$ cat src/rtl/can_csr_pkg.sv
package can_csr_pkg;
  localparam int BYTE_W = 8;

  // Control bit positions
  localparam int CB_EN   = 7;
  localparam int CB_SRST = 6;
  localparam int CB_CFG  = 5;
  localparam int CB_DUAL = 3;
  localparam int CB_TX   = 2;

  // Status bit positions
  localparam int SB_REM = 7;
  localparam int SB_RX  = 6;
  localparam int SB_TXD = 5;
  localparam int SB_OVF = 4;
  localparam int SB_ERR = 3;
  localparam int SB_ARB = 2;

  typedef struct packed {
    logic              ctrlWr;   // write to control register
    logic              enVal;    // written enable value
    logic              srstVal;  // written software-reset value
    logic              dualVal;  // written filter-mode value
    logic              txReq;    // accepted transmit request
    logic              cfgReq;   // reconfigure request
    logic [BYTE_W-1:0] statClr;  // write-1-to-clear mask for status
    logic [BYTE_W-1:0] errClr;   // write-1-to-clear mask for error type
  } csr_strobe_t;
endpackage

$ cat src/rtl/can_csr_decode.sv
module can_csr_decode
  import can_csr_pkg::*;
#(
  parameter int ADDR_W    = 2,
  parameter int CTRL_ADDR = 0,
  parameter int STAT_ADDR = 1,
  parameter int ERR_ADDR  = 2
) (
  input  logic              clk,
  input  logic              rstN,
  input  logic [ADDR_W-1:0] busAddr,
  input  logic              busWe,
  input  logic [BYTE_W-1:0] busWdata,
  output csr_strobe_t       stb,
  output logic              txPulse,
  output logic              cfgPulse
);
  logic hitCtrl, hitStat, hitErr;

  assign hitCtrl = busWe && (busAddr == ADDR_W'(CTRL_ADDR));
  assign hitStat = busWe && (busAddr == ADDR_W'(STAT_ADDR));
  assign hitErr  = busWe && (busAddr == ADDR_W'(ERR_ADDR));

  always_comb begin
    stb         = '0;
    stb.ctrlWr  = hitCtrl;
    stb.enVal   = busWdata[CB_EN];
    stb.srstVal = busWdata[CB_SRST];
    stb.dualVal = busWdata[CB_DUAL];
    // A transmit request counts only if the new value leaves the interface enabled and out of reset
    stb.txReq   = hitCtrl && busWdata[CB_TX] && busWdata[CB_EN] && !busWdata[CB_SRST];
    stb.cfgReq  = hitCtrl && busWdata[CB_CFG];
    stb.statClr = hitStat ? busWdata : '0;
    stb.errClr  = hitErr  ? busWdata : '0;
  end

  // Requests leave as registered one-cycle pulses
  always_ff @(posedge clk or negedge rstN) begin
    if (!rstN) begin
      txPulse  <= 1'b0;
      cfgPulse <= 1'b0;
    end else begin
      txPulse  <= stb.txReq;
      cfgPulse <= stb.cfgReq;
    end
  end

  // after one pulse, another one needs a fresh request
  a_r5_cfg_single : assert property (@(posedge clk) disable iff (!rstN)
    cfgPulse && !stb.cfgReq |=> !cfgPulse);
endmodule

$ cat src/rtl/can_csr_regs.sv
module can_csr_regs
  import can_csr_pkg::*;
(
  input  logic              clk,
  input  logic              rstN,
  input  csr_strobe_t       stb,
  input  logic              evTxDone,
  input  logic              evArbLost,
  input  logic              evRxFrame,
  input  logic              evRxRemote,
  input  logic [BYTE_W-1:0] errSet,
  output logic [BYTE_W-1:0] ctrlQ,
  output logic [BYTE_W-1:0] statQ,
  output logic [BYTE_W-1:0] errQ,
  output logic              rxUpdateEn
);
  localparam int STICKY_LO = SB_ERR;
  localparam int STICKY_HI = SB_REM;

  logic enQ, srstQ, dualQ, txPend, arbQ;
  logic anyErr, txClr;
  logic [BYTE_W-1:0] stickySet;

  assign anyErr = |errSet;
  assign txClr  = evTxDone || evArbLost || anyErr || srstQ || (stb.ctrlWr && stb.srstVal);

  always_ff @(posedge clk or negedge rstN) begin
    if (!rstN) begin
      enQ    <= 1'b0;
      srstQ  <= 1'b0;
      dualQ  <= 1'b0;
      txPend <= 1'b0;
      arbQ   <= 1'b0;
    end else begin
      if (stb.ctrlWr) begin
        enQ   <= stb.enVal;
        srstQ <= stb.srstVal;
        dualQ <= stb.dualVal;
      end
      if (stb.txReq)  txPend <= 1'b1;
      else if (txClr) txPend <= 1'b0;
      if (evArbLost)     arbQ <= 1'b1;
      else if (evTxDone) arbQ <= 1'b0;
    end
  end

  always_comb begin
    stickySet         = '0;
    stickySet[SB_REM] = evRxRemote;
    stickySet[SB_RX]  = evRxFrame;
    stickySet[SB_TXD] = evTxDone;
    stickySet[SB_OVF] = evRxFrame && statQ[SB_RX];
    stickySet[SB_ERR] = anyErr;
  end

  // Event-set, write-1-clear flags; a set event beats a clear in the same cycle
  for (genvar i = 0; i < BYTE_W; i++) begin : g_stat
    if (i >= STICKY_LO && i <= STICKY_HI) begin : g_sticky
      always_ff @(posedge clk or negedge rstN) begin
        if (!rstN)                 statQ[i] <= 1'b0;
        else if (stickySet[i])     statQ[i] <= 1'b1;
        else if (stb.statClr[i])   statQ[i] <= 1'b0;
      end
    end else if (i == SB_ARB) begin : g_arb
      assign statQ[i] = arbQ;
    end else begin : g_zero
      assign statQ[i] = 1'b0;
    end
  end

  always_ff @(posedge clk or negedge rstN) begin
    if (!rstN) errQ <= '0;
    else       errQ <= (errQ & ~stb.errClr) | errSet;
  end

  always_comb begin
    ctrlQ          = '0;
    ctrlQ[CB_EN]   = enQ;
    ctrlQ[CB_SRST] = srstQ;
    ctrlQ[CB_DUAL] = dualQ;
    ctrlQ[CB_TX]   = txPend;
  end

  assign rxUpdateEn = !statQ[SB_RX];

  a_r4_tx_outcome_clears : assert property (@(posedge clk) disable iff (!rstN)
    txPend && (evTxDone || evArbLost || anyErr) && !stb.txReq |=> !ctrlQ[CB_TX]);
  a_r8_ovf_on_busy_rx : assert property (@(posedge clk) disable iff (!rstN)
    evRxFrame && statQ[SB_RX] |=> statQ[SB_OVF]);
  a_r8_ovf_sticky : assert property (@(posedge clk) disable iff (!rstN)
    statQ[SB_OVF] && !stb.statClr[SB_OVF] |=> statQ[SB_OVF]);
  a_r9_err_flag : assert property (@(posedge clk) disable iff (!rstN)
    anyErr |=> statQ[SB_ERR] && ((errQ & $past(errSet)) == $past(errSet)));
  a_r10_arb_hold : assert property (@(posedge clk) disable iff (!rstN)
    !evArbLost && !evTxDone |=> $stable(statQ[SB_ARB]));
endmodule

$ cat src/rtl/can_csr_top.sv
module can_csr_top
  import can_csr_pkg::*;
#(
  parameter int ADDR_W    = 2,
  parameter int CTRL_ADDR = 0,
  parameter int STAT_ADDR = 1,
  parameter int ERR_ADDR  = 2
) (
  input  logic              clk,
  input  logic              rstN,
  input  logic [ADDR_W-1:0] busAddr,
  input  logic              busWe,
  input  logic [7:0]        busWdata,
  output logic [7:0]        busRdata,
  input  logic              evTxDone,
  input  logic              evArbLost,
  input  logic              evRxFrame,
  input  logic              evRxRemote,
  input  logic [7:0]        errSet,
  output logic              ifEnable,
  output logic              swReset,
  output logic              dualFilter,
  output logic              txPulse,
  output logic              cfgPulse,
  output logic              rxUpdateEn
);
  csr_strobe_t       stb;
  logic [BYTE_W-1:0] ctrlQ, statQ, errQ;

  can_csr_decode #(
    .ADDR_W(ADDR_W), .CTRL_ADDR(CTRL_ADDR), .STAT_ADDR(STAT_ADDR), .ERR_ADDR(ERR_ADDR)
  ) u_decode (
    .clk(clk), .rstN(rstN), .busAddr(busAddr), .busWe(busWe), .busWdata(busWdata),
    .stb(stb), .txPulse(txPulse), .cfgPulse(cfgPulse)
  );

  can_csr_regs u_regs (
    .clk(clk), .rstN(rstN), .stb(stb),
    .evTxDone(evTxDone), .evArbLost(evArbLost), .evRxFrame(evRxFrame), .evRxRemote(evRxRemote),
    .errSet(errSet), .ctrlQ(ctrlQ), .statQ(statQ), .errQ(errQ), .rxUpdateEn(rxUpdateEn)
  );

  always_comb begin
    if (busAddr == ADDR_W'(CTRL_ADDR))      busRdata = ctrlQ;
    else if (busAddr == ADDR_W'(STAT_ADDR)) busRdata = statQ;
    else if (busAddr == ADDR_W'(ERR_ADDR))  busRdata = errQ;
    else                                    busRdata = '0;
  end

  assign ifEnable   = ctrlQ[CB_EN];
  assign swReset    = ctrlQ[CB_SRST];
  assign dualFilter = ctrlQ[CB_DUAL];

  // a transmit pulse always goes with a pending request
  a_r3_pulse_pending : assert property (@(posedge clk) disable iff (!rstN)
    txPulse |-> ctrlQ[CB_TX]);
  // no transmit request leaves while disabled or in software reset
  a_r3_pulse_gated : assert property (@(posedge clk) disable iff (!rstN)
    txPulse |-> ifEnable && !swReset);
endmodule

$ cat config.mk
export PLATFORM = sky130hd
export DESIGN_NAME = can_csr_top
export DESIGN_NICKNAME = d
export VERILOG_FILES = /design/src/rtl/can_csr_pkg.sv /design/src/rtl/can_csr_decode.sv /design/src/rtl/can_csr_regs.sv /design/src/rtl/can_csr_top.sv
export SDC_FILE = /design/constraint.sdc
export NUM_CORES = 1
export LEC_CHECK = 0
export CAP_MARGIN = 20
export CORE_AREA = 2 2 58 54
export DETAILED_ROUTE_END_ITERATION = 10
export DIE_AREA = 0 0 60 56
export GPL_TIMING_DRIVEN = 0
export PLACE_DENSITY = 0.66
export SYNTH_ARGS = -nofsm -noshare
export SYNTH_HDL_FRONTEND = slang
export SYNTH_SLANG_ARGS = --single-unit
$ cat constraint.sdc
create_clock -name clk -period 1.4 [get_ports clk]
set_input_delay 0.28 -clock clk [delete_from_list [all_inputs] [get_ports clk]]
set_output_delay 0.28 -clock clk [all_outputs]
set_load 0.01 [all_outputs]
# Yosys cells after proc, flatten, opt, wreduce, memory -nomap -nowiden
# Cells that the tools add are included.
dict set report op_classes {
  bitwise 3
  n_div 0
  add_sub_neg 0
  n_mux 19
  mul 0
  magnitude_cmp 0
  n_reduce_logical 24
  n_eq_ne 2
  shifts 0
}
# cell count
set op_table {}
lappend op_table {{$mux W8} 5}
lappend op_table {{$mux W1} 14}
lappend op_table {{$reduce_bool A2 Y1} 7}
lappend op_table {{$logic_and A1 B1 Y1} 9}
lappend op_table {{$and A8 B8 Y8} 1}
lappend op_table {{$not A8 Y8} 1}
lappend op_table {{$or A8 B8 Y8} 1}
lappend op_table {{$reduce_or A8 Y1} 1}
lappend op_table {{$logic_or A1 B1 Y1} 4}
lappend op_table {{$eq A2 B1 Y1 const B} 1}
lappend op_table {{$eq A2 B2 Y1 const B} 1}
lappend op_table {{$logic_not A1 Y1} 2}
lappend op_table {{$logic_not A2 Y1} 1}
dict set report totals {
  output_inout_bits 14
  n_memories 0
  mem_bits_rw 0
  input_bits 25
  ff_bits 20
  latch_bits 0
  elab_cells 61
  romBits 0
}

# Logic depth before layout (Yosys ltp)
dict set report depth {
  word_depth 6
  mapped_depth 5
  ltp_nobuf 3
}

# Modules after synthesis
# Synthesis repeated with hierarchy kept, for this count alone.
dict set report unflattened {
  cells_unflattened 118
  hier_area_um2 1226.2
}
# module n_inst seq_area_each_um2 cells_per_inst area_each_um2
set by_module_without_submodules {}
lappend by_module_without_submodules {can_csr_regs 1 450.4 68 782.0}
lappend by_module_without_submodules {can_csr_decode 1 50.0 30 246.5}
lappend by_module_without_submodules {can_csr_top 1 0.0 20 197.7}

# Least setup slack after synthesis
# Ideal clock, no wire load.
dict set report synth_timing {
  kind {reg2reg}
  startpoint {register u_regs.srstQ}
  endpoint {register u_regs.txPend}
  setup_slack_ns 0.153
  path_buffers 0
  setup_ns 0.075
  path_stages_with_launch 4
  arrival_time_ns 1.172
  required_ns 1.325
  period_less_slack_ns 1.247
  path_cell_list {dfrtp_1 > or4b_1 > a21o_1 > o21bai_2}
}
dict set report synth_via {
  elab_chain_len 3
}
# item line
set synth_rtl {}
lappend synth_rtl {{from (decl)} can_csr_regs.sv:20} ;# logic enQ, srstQ, dualQ, txPend, arbQ;
lappend synth_rtl {{from (signal assigned)} can_csr_regs.sv:37} ;# srstQ <= stb.srstVal;
lappend synth_rtl {{$logic_or A1 B1 Y1 (2 in series)} can_csr_regs.sv:25} ;# assign txClr = evTxDone || evArbLost || anyErr || srstQ || (stb.ctrlWr && stb.srstVal);
lappend synth_rtl {{$reduce_bool A2 Y1 (no source line)} -}
lappend synth_rtl {{to (signal assigned)} can_csr_regs.sv:32} ;# txPend <= 1'b0;
lappend synth_rtl {{to (signal assigned)} can_csr_regs.sv:40} ;# if (stb.txReq) txPend <= 1'b1;
lappend synth_rtl {{to (signal assigned)} can_csr_regs.sv:41} ;# else if (txClr) txPend <= 1'b0;
lappend synth_rtl {{to (decl)} can_csr_regs.sv:20}
# Every way passes these cells.
# A chain may end at the register's enable or synchronous reset.

# Worst setup path after layout
dict set report layout_timing {
  startpoint {register u_regs.srstQ}
  endpoint {output port busRdata[6]}
}
dict set report layout_via {
  elab_chain_len 1
}
# item line
set layout_rtl {}
lappend layout_rtl {{$mux W8} can_csr_top.sv:44} ;# if (busAddr == ADDR_W'(CTRL_ADDR)) busRdata = ctrlQ;
lappend layout_rtl {{to (decl)} can_csr_top.sv:14} ;# output logic [7:0] busRdata,
# Every way passes these cells.

==> key figures <==
Final layout
  – Area grow syn2layout: 55.0%
  – ANT cells: 0
  – Most common cell after layout, fill and taps aside: clkdlybuf4s50_1
  – Fillers: 259
  – Most frequent cells in the layout: 22 x clkdlybuf4s50_1, 20 x dfrtp_1, 17 x nand2_1
  – Final net count: 158
  – Design Area, Final: 1440 um^2
  – Share of cells above drive strength 1: 23.5%

Timing
  – Setup Viol. Count Final: 1
  – Worst hold slack: 0.348 ns
  – Final Hold Fails: 0
  – Slew Limit Fails: 0
  – RSZ-0062 raised after global routing: true
  – Max Freq: 0.701 GHz
  – Final worst slack: -0.0268 ns
  – Final Cycle Share: 102%
  – Min Tclk post-route: 1.43 ns
  – Worst Skew: 0.000166 ns
  – Slew HR: 41.2%
  – Worst-margin pin slew: 0.880 ns

Routing
  – Vias post-DR: 820
  – Routed Antenna Nets: 0
  – Vias per cell: 4.77
  – DRC: 0
  – Initial DRC count: 31
  – WL final: 2440 um
  – WL/cell: 14.2 um
  – 1st-pass router iterations: 4

Critical path
  – Family with the most delay on the worst path: flip-flops
  – Worst setup EP type: primary output
  – CP Data Required Time: 1.12 ns
  – Highest net fanout along the worst path: 2
  – CP Launch Type: flip-flop
  – Buf/Inv on CP: 2
  – Worst Path Class, Setup: flip-flop to primary output
  – Critical Path AT: 1.15 ns
  – R2r worst-path depth: 4
  – Crit-path cells: buf_6 -> mux2i_1 -> o21ai_1 -> buf_2
  – Reg2Reg Setup Slack: 0.06 ns
  – Slowest stage cell, crit path: dfrtp_1
  – CP peak stage delay: 0.40 ns
  – CP Depth: 4

Placed design
  – GP Congestion: 0.751
  – Detailed Place HPWL: 1800 um
  – Placed inst area: 1350 um^2
  – PortBufs: 37

Logic synthesis
  – Cells after Synth: 83
  – Syn Area/Cell: 11.2 um^2
  – Sequential area share after synthesis: 53.8%
  – Mapped Area: 930 um^2
  – Synth warnings: 0
  – Post-synth cell types: 21
  – FF+latch count, synth: 20
  – Synthesized Nets: 108

Power
  – Switching power: 0.000312 W
  – Max IR drop VDD: 0.000646 V
  – Pwr per Cell Area: 870 nW/um^2
  – Switching portion of total power: 24.9%
  – Leakage: 0.627 nW
  – Pwr Total: 0.00125 W
  – Combinational power share: 23.7%
  – Clk pwr share: 26.3%
  – Sequential group share of total power: 50.0%
  – Int Power: 0.000942 W

Global routing
  – Gr usage total: 14.9%
  – Busiest grt layer: met2
  – Pin count of the biggest net entering global routing: 21
  – Met1 usage: 19.0%
  – Met3 usage: 4.65%
  – Global route overflow: 0
  – Initial antenna violation count: 0
  – Vias in the first global route: 811
  – Met2 GRT Util: 24.2%
  – First-pass GRT wire length: 3770 um

Floorplanning
  – I/O pin cnt: 39
  – Die W: 60 um
  – Die Area: 3360 um^2
  – Die Ht: 56 um
  – Core outline area: 2730 um^2
  – Rows: 18
  – Initial Utilization: 34.1%

CTS
  – CTS root buf: clkbuf_4
  – Hold-fix buffers at CTS: 0
  – Skew-Pair Late Insertion Delay: 0.30 ns
  – Reg clk slew, reported paths: 0.11 ns
  – CTS tree: yes
  – Maximum root-to-sink buffer count: 2
  – CTS Buf Count: 3
  – Htree depth: 1
  – Clk sinks: 20

Hold path
  – Min-delay worst type: primary input to flip-flop
  – Hold Path Depth: 3

Outcome
  – Failing checks: setup timing
  – Status: finished with violations

Job
  – Max-cap violations: 0
[registers in the layout (all words and copies together), names as in the netlist]
| signal | count |
|---|---|
| u_regs.srstQ | 1 |
| u_decode.cfgPulse | 1 |
| u_regs.errQ | 8 |
| u_regs.dualQ | 1 |
| u_regs.arbQ | 1 |
| u_regs.enQ | 1 |
| u_regs.txPend | 1 |
| u_regs.statQ | 5 |
| u_decode.txPulse | 1 |
[worst register-to-register path, delay by kind of cell, from the launching register on]
family / cells / cell delay (ns)
buffers and inverters: 1 / 0.14
AOI/OAI and AO/OA: 2 / 0.26
DFF: 1 / 0.40
and+or+nand+nor: 1 / 0.47
[worst paths after layout]
| kind | startpoint | end |
|---|---|---|
| setup / recovery | u_regs.srstQ$_DFFE_PN0N_ | busRdata[6] |
| hold / removal | busAddr[0] | u_decode.cfgPulse$_DFF_PN0_ |
| setup reg to reg | u_regs.srstQ$_DFFE_PN0N_ | u_regs.txPend$_DFFE_PN0P_ |
| hold reg to reg | u_regs.errQ[0]$_DFF_PN0_ | u_regs.errQ[0]$_DFF_PN0_ |
| max in group asynchronous | rstN | u_regs.statQ[3]$_DFFE_PN0P_ |
| min in group asynchronous | rstN | u_regs.arbQ$_DFFE_PN0P_ |
[cell families after synthesis]
logic type,after synthesis,synth area share (%)
simple gates,30,18.4
mux,7,7.94
buf+inv,4,2.56
flops,20,53.8
compound gates,22,17.2
[Yosys cell counts]
| library cell | number | area [um^2] |
|---|---|---|
| a21o_1 | 13 | 97.6 |
| inv_1 | 2 | 7.51 |
| nor3b_4 | 1 | 18.8 |
| and4b_1 | 1 | 10.0 |
| and2_1 | 3 | 18.8 |
| o21bai_2 | 1 | 11.3 |
| or2_2 | 1 | 6.26 |
| mux2_2 | 3 | 33.8 |
| nor4_1 | 2 | 12.5 |
| nand2_1 | 17 | 63.8 |
| and3b_2 | 1 | 10.0 |
| o21ai_0 | 4 | 20.0 |
| nor2b_1 | 2 | 12.5 |
| mux2i_1 | 4 | 40.0 |
| buf_2 | 1 | 5.00 |
| and3b_1 | 1 | 8.76 |
| buf_6 | 1 | 11.3 |
| a22o_1 | 3 | 26.3 |
| a21oi_1 | 1 | 5.00 |
| or4b_1 | 1 | 10.0 |
| dfrtp_1 | 20 | 500 |
[what timing repair did]
| item | in CTS | in global routing |
|---|---|---|
| pin swaps | 0 | 2 |
| buffers inserted | 8 | 0 |
| gates resized for setup | 44 | 8 |
| setup endpoints to repair | 18 | 7 |
[cell type report]
class | instances | area (um^2) | share of cell area, %
multi-input combinational | 59 | 420 | 29.2
timing repair buffer | 45 | 410 | 28.5
clock buffer | 4 | 36.3 | 2.52
sequential | 20 | 500 | 34.7
tap | 40 | 50.0 | 3.47
buffer | 2 | 16.3 | 1.13
inverter | 2 | 7.51 | 0.521
[routing by layer]
layer	up-vias	wire, um	part of all wire, %
met5	-	0	0
met4	0	19	0.78
met3	2	181	7.4
met2	32	1170	48
met1	397	1070	44
li1	389	-	-
[power groups by stage]
stage,sequential [W],combinational (W),clock (W)
floorplan,0.000646,0.0000915,0
global placement,0.000641,0.000282,0
detailed placement,0.000642,0.000285,0
CTS,0.000627,0.000296,0.000351
global route,0.000631,0.000321,0.000378
finish,0.000627,0.000297,0.000330
[per-stage QoR]
| stage | setup slack [ns] | util, % | TNS, ns | cells |
|---|---|---|---|---|
| 4_1_cts | -0.0621 | 52.9 | -0.105 | 172 |
| 6_report | -0.0268 | 52.9 | -0.0268 | 172 |
| 3_5_place_dp | -1.12 | 49.5 | -14.81 | 160 |
| 3_3_place_gp | -1.12 | 49.5 | -14.05 | 160 |
| 5_1_grt | -0.103 | 52.9 | -0.130 | 172 |
| 2_1_floorplan | 0.153 | - | 0 | 83 |
(Power assumes the default switching activity.)
